### config.mk
export PLATFORM = sky130hd
export DESIGN_NAME = uprog_sequencer
export DESIGN_NICKNAME = d
export VERILOG_FILES = /design/src/rtl/useq_pkg.sv /design/src/rtl/useq_cond_mux.sv /design/src/rtl/useq_addr_gen.sv /design/src/rtl/useq_ret_reg.sv /design/src/rtl/uprog_sequencer.sv
export SDC_FILE = /design/constraint.sdc
export NUM_CORES = 1
export LEC_CHECK = 0
export BUFFER_PORTS_ARGS = -buffer_cell sky130_fd_sc_hd__buf_2
export CORE_UTILIZATION = 40
export DETAILED_ROUTE_END_ITERATION = 8
export GPL_TIMING_DRIVEN = 0
export PLACE_DENSITY = 0.69
export SLEW_MARGIN = 20
export SYNTH_ARGS = -nofsm -noshare
export SYNTH_HDL_FRONTEND = slang
export SYNTH_SLANG_ARGS = --single-unit
### constraint.sdc
create_clock -name clk -period 1.5 [get_ports clk]
set_input_delay 0.375 -clock clk [delete_from_list [all_inputs] [get_ports clk]]
set_output_delay 0.375 -clock clk [all_outputs]
set_load 0.01 [all_outputs]
### src/rtl/useq_pkg.sv
package useq_pkg;
   typedef enum logic [1:0] {
      BR_JMP  = 2'b00,
      BR_CALL = 2'b01,
      BR_RET  = 2'b10,
      BR_MAP  = 2'b11
   } br_mode_e;

   typedef enum logic [1:0] {
      CD_ALWAYS = 2'b00,
      CD_IND    = 2'b01,
      CD_SIGN   = 2'b10,
      CD_ZERO   = 2'b11
   } cd_sel_e;

   localparam int MODE_W = 2;
   localparam int CSEL_W = 2;
   localparam int NCOND  = 4;
endpackage

### src/rtl/useq_cond_mux.sv
module useq_cond_mux #(
   parameter int NCOND = 4,
   localparam int SEL_W = $clog2(NCOND)
) (
   input  logic [SEL_W-1:0] sel,
   input  logic [NCOND-1:0] conds,
   output logic             hit
);
   logic [NCOND-1:0] gated;

   // one AND per source, then an OR tree
   for (genvar k = 0; k < NCOND; k++) begin : g_src
      assign gated[k] = conds[k] & (sel == SEL_W'(k));
   end

   assign hit = |gated;
endmodule

### src/rtl/useq_addr_gen.sv
module useq_addr_gen
   import useq_pkg::*;
#(
   parameter int ADDR_W  = 7,
   parameter int OP_W    = 4,
   parameter int MAP_LSB = 2
) (
   input  br_mode_e          mode,
   input  logic              hit,
   input  logic [ADDR_W-1:0] cur,
   input  logic [ADDR_W-1:0] target,
   input  logic [OP_W-1:0]   opcode,
   input  logic [ADDR_W-1:0] ret_val,
   output logic [ADDR_W-1:0] nxt,
   output logic              ret_load,
   output logic [ADDR_W-1:0] ret_next
);
   localparam int PAD_W = ADDR_W - OP_W - MAP_LSB;

   logic [ADDR_W-1:0] inc;
   logic [ADDR_W-1:0] map_addr;

   assign inc = cur + ADDR_W'(1);

   if (PAD_W > 0) begin : g_map_pad
      assign map_addr = {{PAD_W{1'b0}}, opcode, {MAP_LSB{1'b0}}};
   end else begin : g_map_full
      assign map_addr = {opcode, {MAP_LSB{1'b0}}};
   end

   always_comb begin
      nxt      = inc;
      ret_load = 1'b0;
      ret_next = inc;
      unique case (mode)
         BR_JMP:  nxt = hit ? target : inc;
         BR_CALL: begin
            nxt      = hit ? target : inc;
            ret_load = hit;
         end
         BR_RET:  nxt = ret_val;
         BR_MAP:  nxt = map_addr;
         default: nxt = inc;
      endcase
   end
endmodule

### src/rtl/useq_ret_reg.sv
module useq_ret_reg #(
   parameter int W = 7
) (
   input  logic         clk,
   input  logic         rst,
   input  logic         load,
   input  logic [W-1:0] d,
   output logic [W-1:0] q
);
   always_ff @(posedge clk) begin
      if (rst)       q <= '0;
      else if (load) q <= d;
   end
endmodule

### src/rtl/uprog_sequencer.sv
module uprog_sequencer
   import useq_pkg::*;
#(
   parameter int ADDR_W     = 7,
   parameter int OP_W       = 4,
   parameter int MAP_LSB    = 2,
   parameter int UOP_FIELDS = 3,
   parameter int UOP_W      = 3,
   localparam int WORD_W    = UOP_FIELDS*UOP_W + CSEL_W + MODE_W + ADDR_W
) (
   input  logic              clk,
   input  logic              rst,
   input  logic [WORD_W-1:0] uinstr,
   input  logic [OP_W-1:0]   opcode,
   input  logic              ind_bit,
   input  logic              sign_flag,
   input  logic              zero_flag,
   output logic [ADDR_W-1:0] car
);
   localparam int MODE_LSB = ADDR_W;
   localparam int CSEL_LSB = ADDR_W + MODE_W;
   localparam int UOP_LSB  = CSEL_LSB + CSEL_W;

   if (OP_W + MAP_LSB > ADDR_W) begin : g_bad_map
      $error("dispatch slot does not fit the control address");
   end
   if (UOP_FIELDS < 1 || UOP_W < 1) begin : g_bad_uop
      $error("micro-operation area must be non-empty");
   end

   logic [ADDR_W-1:0] target;
   br_mode_e          mode;
   logic [CSEL_W-1:0] csel;
   logic              uop_unused;
   logic              hit;
   logic [ADDR_W-1:0] nxt;
   logic              ret_load;
   logic [ADDR_W-1:0] ret_next;
   logic [ADDR_W-1:0] ret_q;

   assign target     = uinstr[ADDR_W-1:0];
   assign mode       = br_mode_e'(uinstr[MODE_LSB +: MODE_W]);
   assign csel       = uinstr[CSEL_LSB +: CSEL_W];
   assign uop_unused = ^uinstr[WORD_W-1:UOP_LSB];

   useq_cond_mux #(.NCOND(NCOND)) u_cond (
      .sel   (csel),
      .conds ({zero_flag, sign_flag, ind_bit, 1'b1}),
      .hit   (hit)
   );

   useq_addr_gen #(.ADDR_W(ADDR_W), .OP_W(OP_W), .MAP_LSB(MAP_LSB)) u_gen (
      .mode     (mode),
      .hit      (hit),
      .cur      (car),
      .target   (target),
      .opcode   (opcode),
      .ret_val  (ret_q),
      .nxt      (nxt),
      .ret_load (ret_load),
      .ret_next (ret_next)
   );

   useq_ret_reg #(.W(ADDR_W)) u_ret (
      .clk  (clk),
      .rst  (rst),
      .load (ret_load),
      .d    (ret_next),
      .q    (ret_q)
   );

   always_ff @(posedge clk) begin
      if (rst) car <= '0;
      else     car <= nxt;
   end
endmodule

==> metrics.md, run 1 <==
| Metric | Value |
|---|---|
| WHS Endpoint | car[6] |
| I/O pin cnt | 36 |
| Synth Warn # | 0 |
| Post-detail-place hpwl | 1.29 mm |
| Layout fillers | 177 |
| Worst slew pin tran | 607 ps |
| Die area | 2060 sq um |
| Slew Limit Fails | 0 |
| CTS tree | yes |
| Final Hold Viols | 0 |
| Final Instance Area | 947 sq um |
| R2r worst-path depth | 4 |
| Post-Syn Nets | 108 |
| Routed WL | 1.69 mm |
| Max incr delay on CP | 480 ps |
| Gr ovfl total | 0 |
| Total GRT Usage | 0.192 |
| Pwr/cell area | 896 nW/um^2 |
| 1st-iter DRT viols | 16 |
| R2R Setup Slk | 230 ps |
| Static leakage | 0.411 nW |
| Final WS setup | 104 ps |
| Syn-to-layout area delta | 25.7% |
| RR Startpoint | car[0] |
| Post-CTS Setup Repair Bufs | 0 |
| Clock root buffer | clkbuf_4 |
| Diode count | 0 |
| Initial core utilization | 0.432 |
| Post-route antenna net violation count | 0 |
| Max Cap Violations | 0 |
| Clock-pin slew on the worst setup and hold paths | 80 ps |
| Critical Path Fanout Max | 10 |
| Startpoint Class | input port |
| Crit path required time | 1710 ps |
| Worst Hold Launch | uinstr[6] |
| Mapped Area | 753 sq um |
| Final Cycle Share | 0.930 |
| Rel. slew slack | 0.595 |
| Register bit total from synthesis | 14 |
| Min-delay worst type | in2reg |
| Fin crit period | 1400 ps |
| Die W | 45.4 microns |
| DR WL/cell | 12.8 microns |
| Reg2reg end | car[4] |
| Worst endpoint data arrival time | 1600 ps |
| Routability Congestion | 0.685 |
| DR pass1 iterations | 4 |
| Synthesized netlist cell count | 78 |
| Place WS | -220 ps |
| Dpl cell area | 911 sq um |
| Largest net degree at the start of global routing | 11 |
| Clock tree buffer depth | 2 |
| Critical path class | in2reg |
| Placed cells | 128 |
| CP cell instances | buf_2 > nor3b_1 > a2111oi_4 > buf_6 > nor2_1 > a211oi_2 |
| Non-filler instance count after layout | 132 |
| First-pass GRT wire length | 2.78 mm |
| Drt via density | 5.19 |
| Fraction of layout cells with a size suffix above 1 | 0.364 |
| Initial antenna violation count | 0 |
| Post-cts gate resize count | 0 |
| Final TNS setup | 0 ps |
| Syn Area/Cell | 9.66 sq um |
| Die H | 45.4 microns |
| Residual DRC | 0 |
| Sequential area share after synthesis | 0.372 |
| Row cnt | 15 |
| Worst path slowest cell | a2111oi_4 |
| Vias in the first global route | 674 |
| IO Port Bufs | 25 |
| Layout Nets | 138 |
| CTS buffer count | 3 |
| Status | finished clean |
| Post-Route Skew | 4.24 ps |
| Critical path endpoint category | flip-flop |
| RSZ-0062 raised after global routing | false |
| Hold depth | 3 |
| CTS hold repair buffers | 0 |
| Maximum VDD drop | 0.548 mV |
| F_max | 716 MHz |
| Vias | 685 |
| Later-pin clock latency in the skew report | 280 ps |
| Num Clock Sinks | 14 |
| H-tree depth | 1 |
| CORE AREA | 1750 sq um |
| Yosys cell types | 23 |
| Final Setup Violations | 0 |
-- area by class of cell --
type                    count  area [sq um]  share of cell area
inverters                   2          7.51             0.00793
flip-flops and latches     14           280               0.296
multi-input cells          59           447               0.472
clock buffers               4          36.3              0.0383
plain buffers               3          20.0              0.0211
repair buffers             25           125               0.132
well taps                  25          31.3              0.0330
-- cell families after synthesis --
logic type,Yosys count,share of synthesized area
flops,14,0.372
simple gates,26,0.169
compound gates,17,0.216
mux,10,0.133
fa+ha+maj,1,0.0166
buf+inv,5,0.0349
xor+xnor,5,0.0581
-- power by group --
part           total, mW  switching (mW)  internal, mW
Clock              0.271           0.123         0.148
Sequential         0.415          0.0197         0.395
Combinational      0.163          0.0871        0.0757
-- synth_stat cells (all sizes together) --
library cell / count / area [sq um]
o21ai: 3 / 15.0
clkbuf: 2 / 7.51
a21oi: 3 / 18.8
nor2: 11 / 41.3
o31ai: 2 / 15.0
o22ai: 1 / 6.26
inv: 2 / 7.51
ha: 1 / 12.5
xor2: 5 / 43.8
a32oi: 1 / 8.76
nor3b: 4 / 30.0
dfxtp: 14 / 280
or2: 1 / 6.26
a211oi: 5 / 62.6
nand3: 4 / 20.0
a2111oi: 1 / 27.5
nand2b: 2 / 12.5
o221ai: 1 / 8.76
nand2: 3 / 11.3
and3: 1 / 6.26
mux2i: 10 / 100
buf: 1 / 11.3
-- per-stage QoR --
| step | hold slack (ps) | power (mW) | util |
|---|---|---|---|
| after floorplan | 424 | 0.524 | - |
| after global placement | 436 | 0.582 | 0.522 |
| after detailed placement | 448 | 0.587 | 0.522 |
| after CTS | 311 | 0.864 | 0.543 |
| after global routing | 339 | 0.890 | 0.543 |
| final | 324 | 0.849 | 0.543 |
-- worst max-delay path, delay by kind of cell --
family,cells,cell delay [ps]
compound gates,2,660
buf+inv,2,330
simple gates,2,230
-- flip-flops by register name, indices dropped and copies added (netlist names) --
name     cells
car          7
u_ret.q      7
-- worst max path at each step --
| stage | startpoint | end | cells past startpoint |
|---|---|---|---|
| global route | uinstr[9] | u_ret.q[5] | 6 |
| CTS | uinstr[9] | u_ret.q[5] | 6 |
| detailed placement | uinstr[9] | u_ret.q[5] | 6 |
| finish | uinstr[9] | u_ret.q[3] | 6 |
| global placement | uinstr[9] | u_ret.q[4] | 6 |
| floorplan | uinstr[9] | u_ret.q[0] | 5 |
-- layout by cell type (no fill, tap or decap), drive strengths merged --
cell     netlist  layout
nor3b          4       4
and3           1       1
xor2           5       5
or2            1       1
a32oi          1       1
a21oi          3       3
a2111oi        1       1
nor2          11      11
a211oi         5       5
nand2          3       3
nand3          4       4
mux2i         10      10
nand2b         2       2
inv            2       2
o31ai          2       2
o22ai          1       1
o21ai          3       3
buf            1      26
ha             1       1
o221ai         1       1
dfxtp         14      14
clkbuf         2       6
-- per-layer routing --
layer / vias up / part of all wire / wire length (microns) / global-route usage
met1: 310 / 0.46 / 785 / 0.238
li1: 339 / - / - / -
met4: 0 / 0.015 / 25 / 0.121
met3: 4 / 0.067 / 114 / 0.0317
met2: 32 / 0.45 / 765 / 0.306
met5: - / 0 / 0 / 0
(Power assumes the default switching activity.)
==> run 2: changes to the inputs <==
Settings changed: PLACE_DENSITY 0.69 to 0.77.
==> run 2 against run 1 <==
Against the previous run:
- setup slack got worse by 27 ps
- worst hold slack hardly changed
- clock skew barely moved
- sequential share of layout area did not move
- flip-flop and latch count did not move
- register-to-register slack about the same
- largest power group unchanged
- utilization unchanged
- power up 1.2%
- clock power is 4% higher
- critical endpoint is now u_ret.q[0]
- first-iteration DRC count is 38% lower
- die area stayed put
==> metrics.md, run 2 (synthesis gave the netlist of run 1 again) <==
| Metric | Value |
|---|---|
| Status | finished clean |
| Static leakage | 0.411 nW (unchanged) |
| Row cnt | 15 (unchanged) |
| Post-route antenna net violation count | 0 (unchanged) |
| Register area | 280 sq um (unchanged) |
| Clock root buffer | clkbuf_4 |
| Post-Route Skew | 4.02 ps (-0.221 ps) |
| Post-cts gate resize count | 0 (unchanged) |
| Most frequent cells in the layout | 25 x buf_2, 14 x dfxtp_1, 11 x nor2_1 |
| Worst slew pin tran | 628 ps (+20.4 ps) |
| Num Clock Sinks | 14 (unchanged) |
| Reg power frac | 0.482 (-0.007) |
| Layout Nets | 138 (unchanged) |
| F_max | 703 MHz (-1.9%) |
| Initial antenna violation count | 0 (unchanged) |
| I/O pin cnt | 36 (unchanged) |
| Initial core utilization | 0.432 (unchanged) |
| Final Hold Viols | 0 (unchanged) |
| DR WL/cell | 12.7 microns (-0.89%) |
| First-pass GRT wire length | 2.75 mm (-0.97%) |
| Slew Limit Fails | 0 (unchanged) |
| DR pass1 iterations | 4 (unchanged) |
| Post-detail-place hpwl | 1.27 mm (-1.6%) |
| CTS hold repair buffers | 0 (unchanged) |
| RSZ-0062 raised after global routing | false |
| Post-CTS Setup Repair Bufs | 0 (unchanged) |
| Fin crit period | 1420 ps (+27.0 ps) |
| Clock-pin slew on the worst setup and hold paths | 80 ps (about the same) |
| Switch share | 0.280 (+0.00855) |
| Routability Congestion | 0.724 (+5.8%) |
| Most common cell after layout, fill and taps aside | buf_2 |
| Top flop regs | car (7), u_ret.q (7) |
| Internal | 619 uW (about the same) |
| Min-delay worst type | in2reg |
| Final Instance Area | 947 sq um (unchanged) |
| Net switching power | 240 uW (+4.4%) |
| Final WS setup | 77.3 ps (-27.0 ps) |
| Gr ovfl total | 0 (unchanged) |
| Place WS | -226 ps (-5.84 ps) |
| CORE AREA | 1750 sq um (unchanged) |
| Total GRT Usage | 0.190 (-0.00165) |
| Clock network fraction of design power | 0.328 (+0.009) |
| Area of the multi-input gates | 447 sq um (unchanged) |
| Startpoint Class | input port |
| Routed WL | 1.68 mm (-0.89%) |
| Final TNS setup | 0 ps (unchanged) |
| Critical path class | in2reg |
| Vias in the first global route | 658 (-2.4%) |
| Die W | 45.4 microns (unchanged) |
| Logic pwr share | 0.190 (-0.002) |
| Later-pin clock latency in the skew report | 290 ps (about the same) |
| Syn-to-layout area delta | 25.7% (unchanged) |
| Pwr/cell area | 907 nW/um^2 (+1.2%) |
| Die area | 2060 sq um (unchanged) |
| Worst endpoint data arrival time | 1640 ps (+40 ps) |
| Max Cap Violations | 0 (unchanged) |
| 1st-iter DRT viols | 10 (-6) |
| H-tree depth | 1 (unchanged) |
| Die H | 45.4 microns (unchanged) |
| Fraction of layout cells with a size suffix above 1 | 0.364 (unchanged) |
| Final Setup Violations | 0 (unchanged) |
| Critical path endpoint category | flip-flop |
| Layout fillers | 182 (+2.8%) |
| Vias | 687 (+0.29%) |
| CTS buffer count | 3 (unchanged) |
| Critical Path Fanout Max | 10 (unchanged) |
| IO Port Bufs | 25 (unchanged) |
| Clock tree buffer depth | 2 (unchanged) |
| Dpl cell area | 911 sq um (unchanged) |
| Rel. slew slack | 0.582 (-0.0136) |
| CTS tree | yes |
| Residual DRC | 0 (unchanged) |
| Maximum VDD drop | 0.555 mV (+1.3%) |
| Final Cycle Share | 0.948 (+0.0180) |
| Crit path required time | 1710 ps (about the same) |
| Drt via density | 5.20 (+0.29%) |
| Hold_ws | 325 ps (+0.326 ps) |
| Diode count | 0 (unchanged) |
| Largest net degree at the start of global routing | 11 (unchanged) |
==> run 2: final cells by class <==
cell class,count,area share
well taps,25,0.0330
repair buffers,25,0.132
flip-flops and latches,14,0.296
inverters,2,0.00793
plain buffers,3,0.0211
clock buffers,4,0.0383
multi-input cells,59,0.472
==> run 2: power groups by stage <==
stage	Sequential, mW	Combinational [mW]	Clock, mW
after floorplan	0.426	0.0978	0
after global placement	0.422	0.159	0
after detailed placement	0.423	0.163	0
after CTS	0.414	0.164	0.289
after global routing	0.418	0.179	0.305
final	0.414	0.163	0.282
==> run 2: final timing paths <==
check / start / to / slack (ps) / cells past startpoint
max: uinstr[9] / u_ret.q[0] / 80 / 6
min: uinstr[6] / car[6] / 320 / 3
max reg2reg: car[0] / car[4] / 230 / 4
min reg2reg: u_ret.q[0] / car[0] / 470 / 2
==> run 2: per-layer routing <==
metal,GRT usage,vias to the layer above,share of wire
li1,-,343,-
met1,0.223,316,0.48
met2,0.311,23,0.44
met3,0.0714,5,0.071
met4,0.0727,0,0.017
met5,0,-,0
==> run 2: metrics by stage <==
stage | power [mW] | util | instances
3_3_place_gp | 0.581 | 0.522 | 128
3_5_place_dp | 0.586 | 0.522 | 128
5_1_grt | 0.902 | 0.543 | 132
4_1_cts | 0.867 | 0.543 | 132
6_report | 0.859 | 0.543 | 132
2_1_floorplan | 0.524 | - | 78
==> run 2: critical path, stage by stage <==
cell,delay [ps]
buf_2,110
mux2i_1,170
a2111oi_4,510
buf_6,220
nor2_1,60
a211oi_2,180
==> run 3: changes to the inputs <==
Settings changed: GPL_TIMING_DRIVEN 0 to not set.
==> run 3 against run 2 <==
Against the previous run:
- clock skew up 2.0 ps
- setup slack gained 27 ps
- worst hold slack got worse by 21 ps
- non-clock buffer count up 9
- clock-buffer cell count stayed put
- clock power shrank 2%
- via count rose by 3.8%
- first-iteration DRC count stayed put
- largest power group unchanged
==> metrics.md, run 3 (synthesis gave the netlist of run 1 again) <==
| Metric | Value |
|---|---|
| Status | finished clean |
| Post-cts gate resize count | 0 (unchanged) |
| Fraction of layout cells with a size suffix above 1 | 0.422 (+0.0579) |
| Reg2reg end | u_ret.q[4] |
| Clock tree buffer depth | 2 (unchanged) |
| Total GRT Usage | 0.184 (-0.00563) |
| Max Cap Violations | 0 (unchanged) |
| Final Instance Area | 1010 sq um (+7.1%) |
| Worst Hold Launch | rst |
| Post-route antenna net violation count | 0 (unchanged) |
| Slew Limit Fails | 0 (unchanged) |
| Routed WL | 1.75 mm (+4.1%) |
| WHS Endpoint | u_ret.q[4] |
| Residual DRC | 0 (unchanged) |
| CP cell instances | buf_2 > nor3b_1 > buf_4 > a2111oi_4 > buf_4 > mux2i_1 > nor2_1 |
| Critical path class | in2reg |
| Syn-to-layout area delta | 34.7% |
| RR Startpoint | car[1] |
| Pwr/cell area | 863 nW/um^2 (-4.9%) |
| Worst path slowest cell | a2111oi_4 |
| Most common cell after layout, fill and taps aside | buf_2 |
| Largest net degree at the start of global routing | 12 (+1) |
| Max incr delay on CP | 290 ps (-220 ps) |
| 1st-iter DRT viols | 10 (unchanged) |
| Layout Nets | 147 (+6.5%) |
| Final Cycle Share | 0.931 (-0.0179) |
| Most common cell on crit path | buf_4 |
| CTS buffer count | 3 (unchanged) |
| Vias | 713 (+3.8%) |
| R2r worst-path depth | 4 (unchanged) |
| Later-pin clock latency in the skew report | 280 ps (about the same) |
| Clock-pin slew on the worst setup and hold paths | 80 ps (about the same) |
| Row cnt | 15 (unchanged) |
| Most frequent cells in the layout | 26 x buf_2, 14 x dfxtp_1, 11 x nor2_1, 11 x buf_4, 10 x mux2i_1 |
| Worst slew pin tran | 375 ps (-252 ps) |
| First-pass GRT wire length | 2.71 mm (-1.5%) |
| Hold_ws | 304 ps (-20.7 ps) |
| DR pass1 iterations | 4 (unchanged) |
| Final Hold Viols | 0 (unchanged) |
| Vias in the first global route | 661 (+0.46%) |
| CTS tree | yes |
| Die H | 45.4 microns (unchanged) |
| Final Setup Violations | 0 (unchanged) |
| F_max | 716 MHz (+1.9%) |
| Clock root buffer | clkbuf_4 |
| RSZ-0062 raised after global routing | false |
| Routability Congestion | 0.717 (-0.94%) |
| Crit path required time | 1680 ps (-30 ps) |
| CTS hold repair buffers | 0 (unchanged) |
| Fin crit period | 1400 ps (-26.9 ps) |
| Post-detail-place hpwl | 1.40 mm (+10%) |
| Post-Route Skew | 5.97 ps (+1.95 ps) |
| Hold depth | 2 (-1) |
| Initial core utilization | 0.432 (unchanged) |
| Initial antenna violation count | 0 (unchanged) |
| Die area | 2060 sq um (unchanged) |
| Top flop regs | car (7), u_ret.q (7) |
| Critical Path Fanout Max | 11 (+1) |
| Die W | 45.4 microns (unchanged) |
| Maximum VDD drop | 0.584 mV (+5.2%) |
| I/O pin cnt | 36 (unchanged) |
| Critical path endpoint category | flip-flop |
| IO Port Bufs | 26 (+4.0%) |
| Num Clock Sinks | 14 (unchanged) |
| Startpoint Class | input port |
| R2R Setup Slk | 310 ps (+80 ps) |
| Post-CTS Setup Repair Bufs | 0 (unchanged) |
| Static leakage | 0.458 nW (+11%) |
| H-tree depth | 1 (unchanged) |
| Diode count | 0 (unchanged) |
| Worst endpoint data arrival time | 1570 ps (-70 ps) |
| Dpl cell area | 978 sq um (+7.4%) |
| Min-delay worst type | in2reg |
| Drt via density | 5.06 (-2.8%) |
| DR WL/cell | 12.4 microns (-2.5%) |
| Layout fillers | 171 (-6.0%) |
| CORE AREA | 1750 sq um (unchanged) |
| Gr ovfl total | 0 (unchanged) |
| Rel. slew slack | 0.743 (+0.161) |
run 3: worst max path at each step:
stage / slack (ps) / endpoint / startpoint / depth (start not counted)
after floorplan: 20 / u_ret.q[0] / uinstr[9] / 5
after global placement: -150 / u_ret.q[1] / uinstr[9] / 7
after detailed placement: -200 / u_ret.q[1] / uinstr[9] / 7
after CTS: 100 / u_ret.q[1] / uinstr[9] / 7
after global routing: 50 / u_ret.q[1] / uinstr[9] / 7
final: 100 / u_ret.q[1] / uinstr[9] / 7
run 3: layer usage:
layer / part of all wire / vias to the layer above / GRT usage / wire [microns]
met5: 0 / - / 0 / 0
met4: 0.011 / 0 / 0.0909 / 20
met3: 0.053 / 4 / 0.0317 / 93
met2: 0.51 / 20 / 0.326 / 890
met1: 0.42 / 330 / 0.211 / 741
li1: - / 359 / - / -
run 3: worst max-delay path, delay by kind of cell:
| kind | cells | cell delay (ps) |
|---|---|---|
| buf+inv | 3 | 500 |
| compound gates | 1 | 290 |
| mux | 1 | 220 |
| simple gates | 2 | 190 |
run 3: power breakdown:
group / switching (mW) / internal (mW)
Combinational: 0.0936 / 0.0946
Clock: 0.127 / 0.148
Sequential: 0.0171 / 0.395
run 3: final cells by class:
cell class                      instances  area [sq um]  area share
Timing Repair Buffer                   37           213       0.210
Inverter                                2          7.51     0.00740
Multi-Input combinational cell         59           447       0.440
Tap cell                               25          31.3      0.0308
Sequential cell                        14           280       0.276
Clock buffer                            4          36.3      0.0358
run 3: through the flow:
step	utilization	std cells	TNS, ps	setup WS, ps	total power, mW
final	0.581	141	0	104	0.876
after global placement	0.561	137	-934	-147	0.603
after floorplan	-	78	0	20.7	0.524
after CTS	0.581	141	0	95.1	0.882
after detailed placement	0.561	137	-1230	-200	0.610
after global routing	0.581	141	0	45.5	0.919
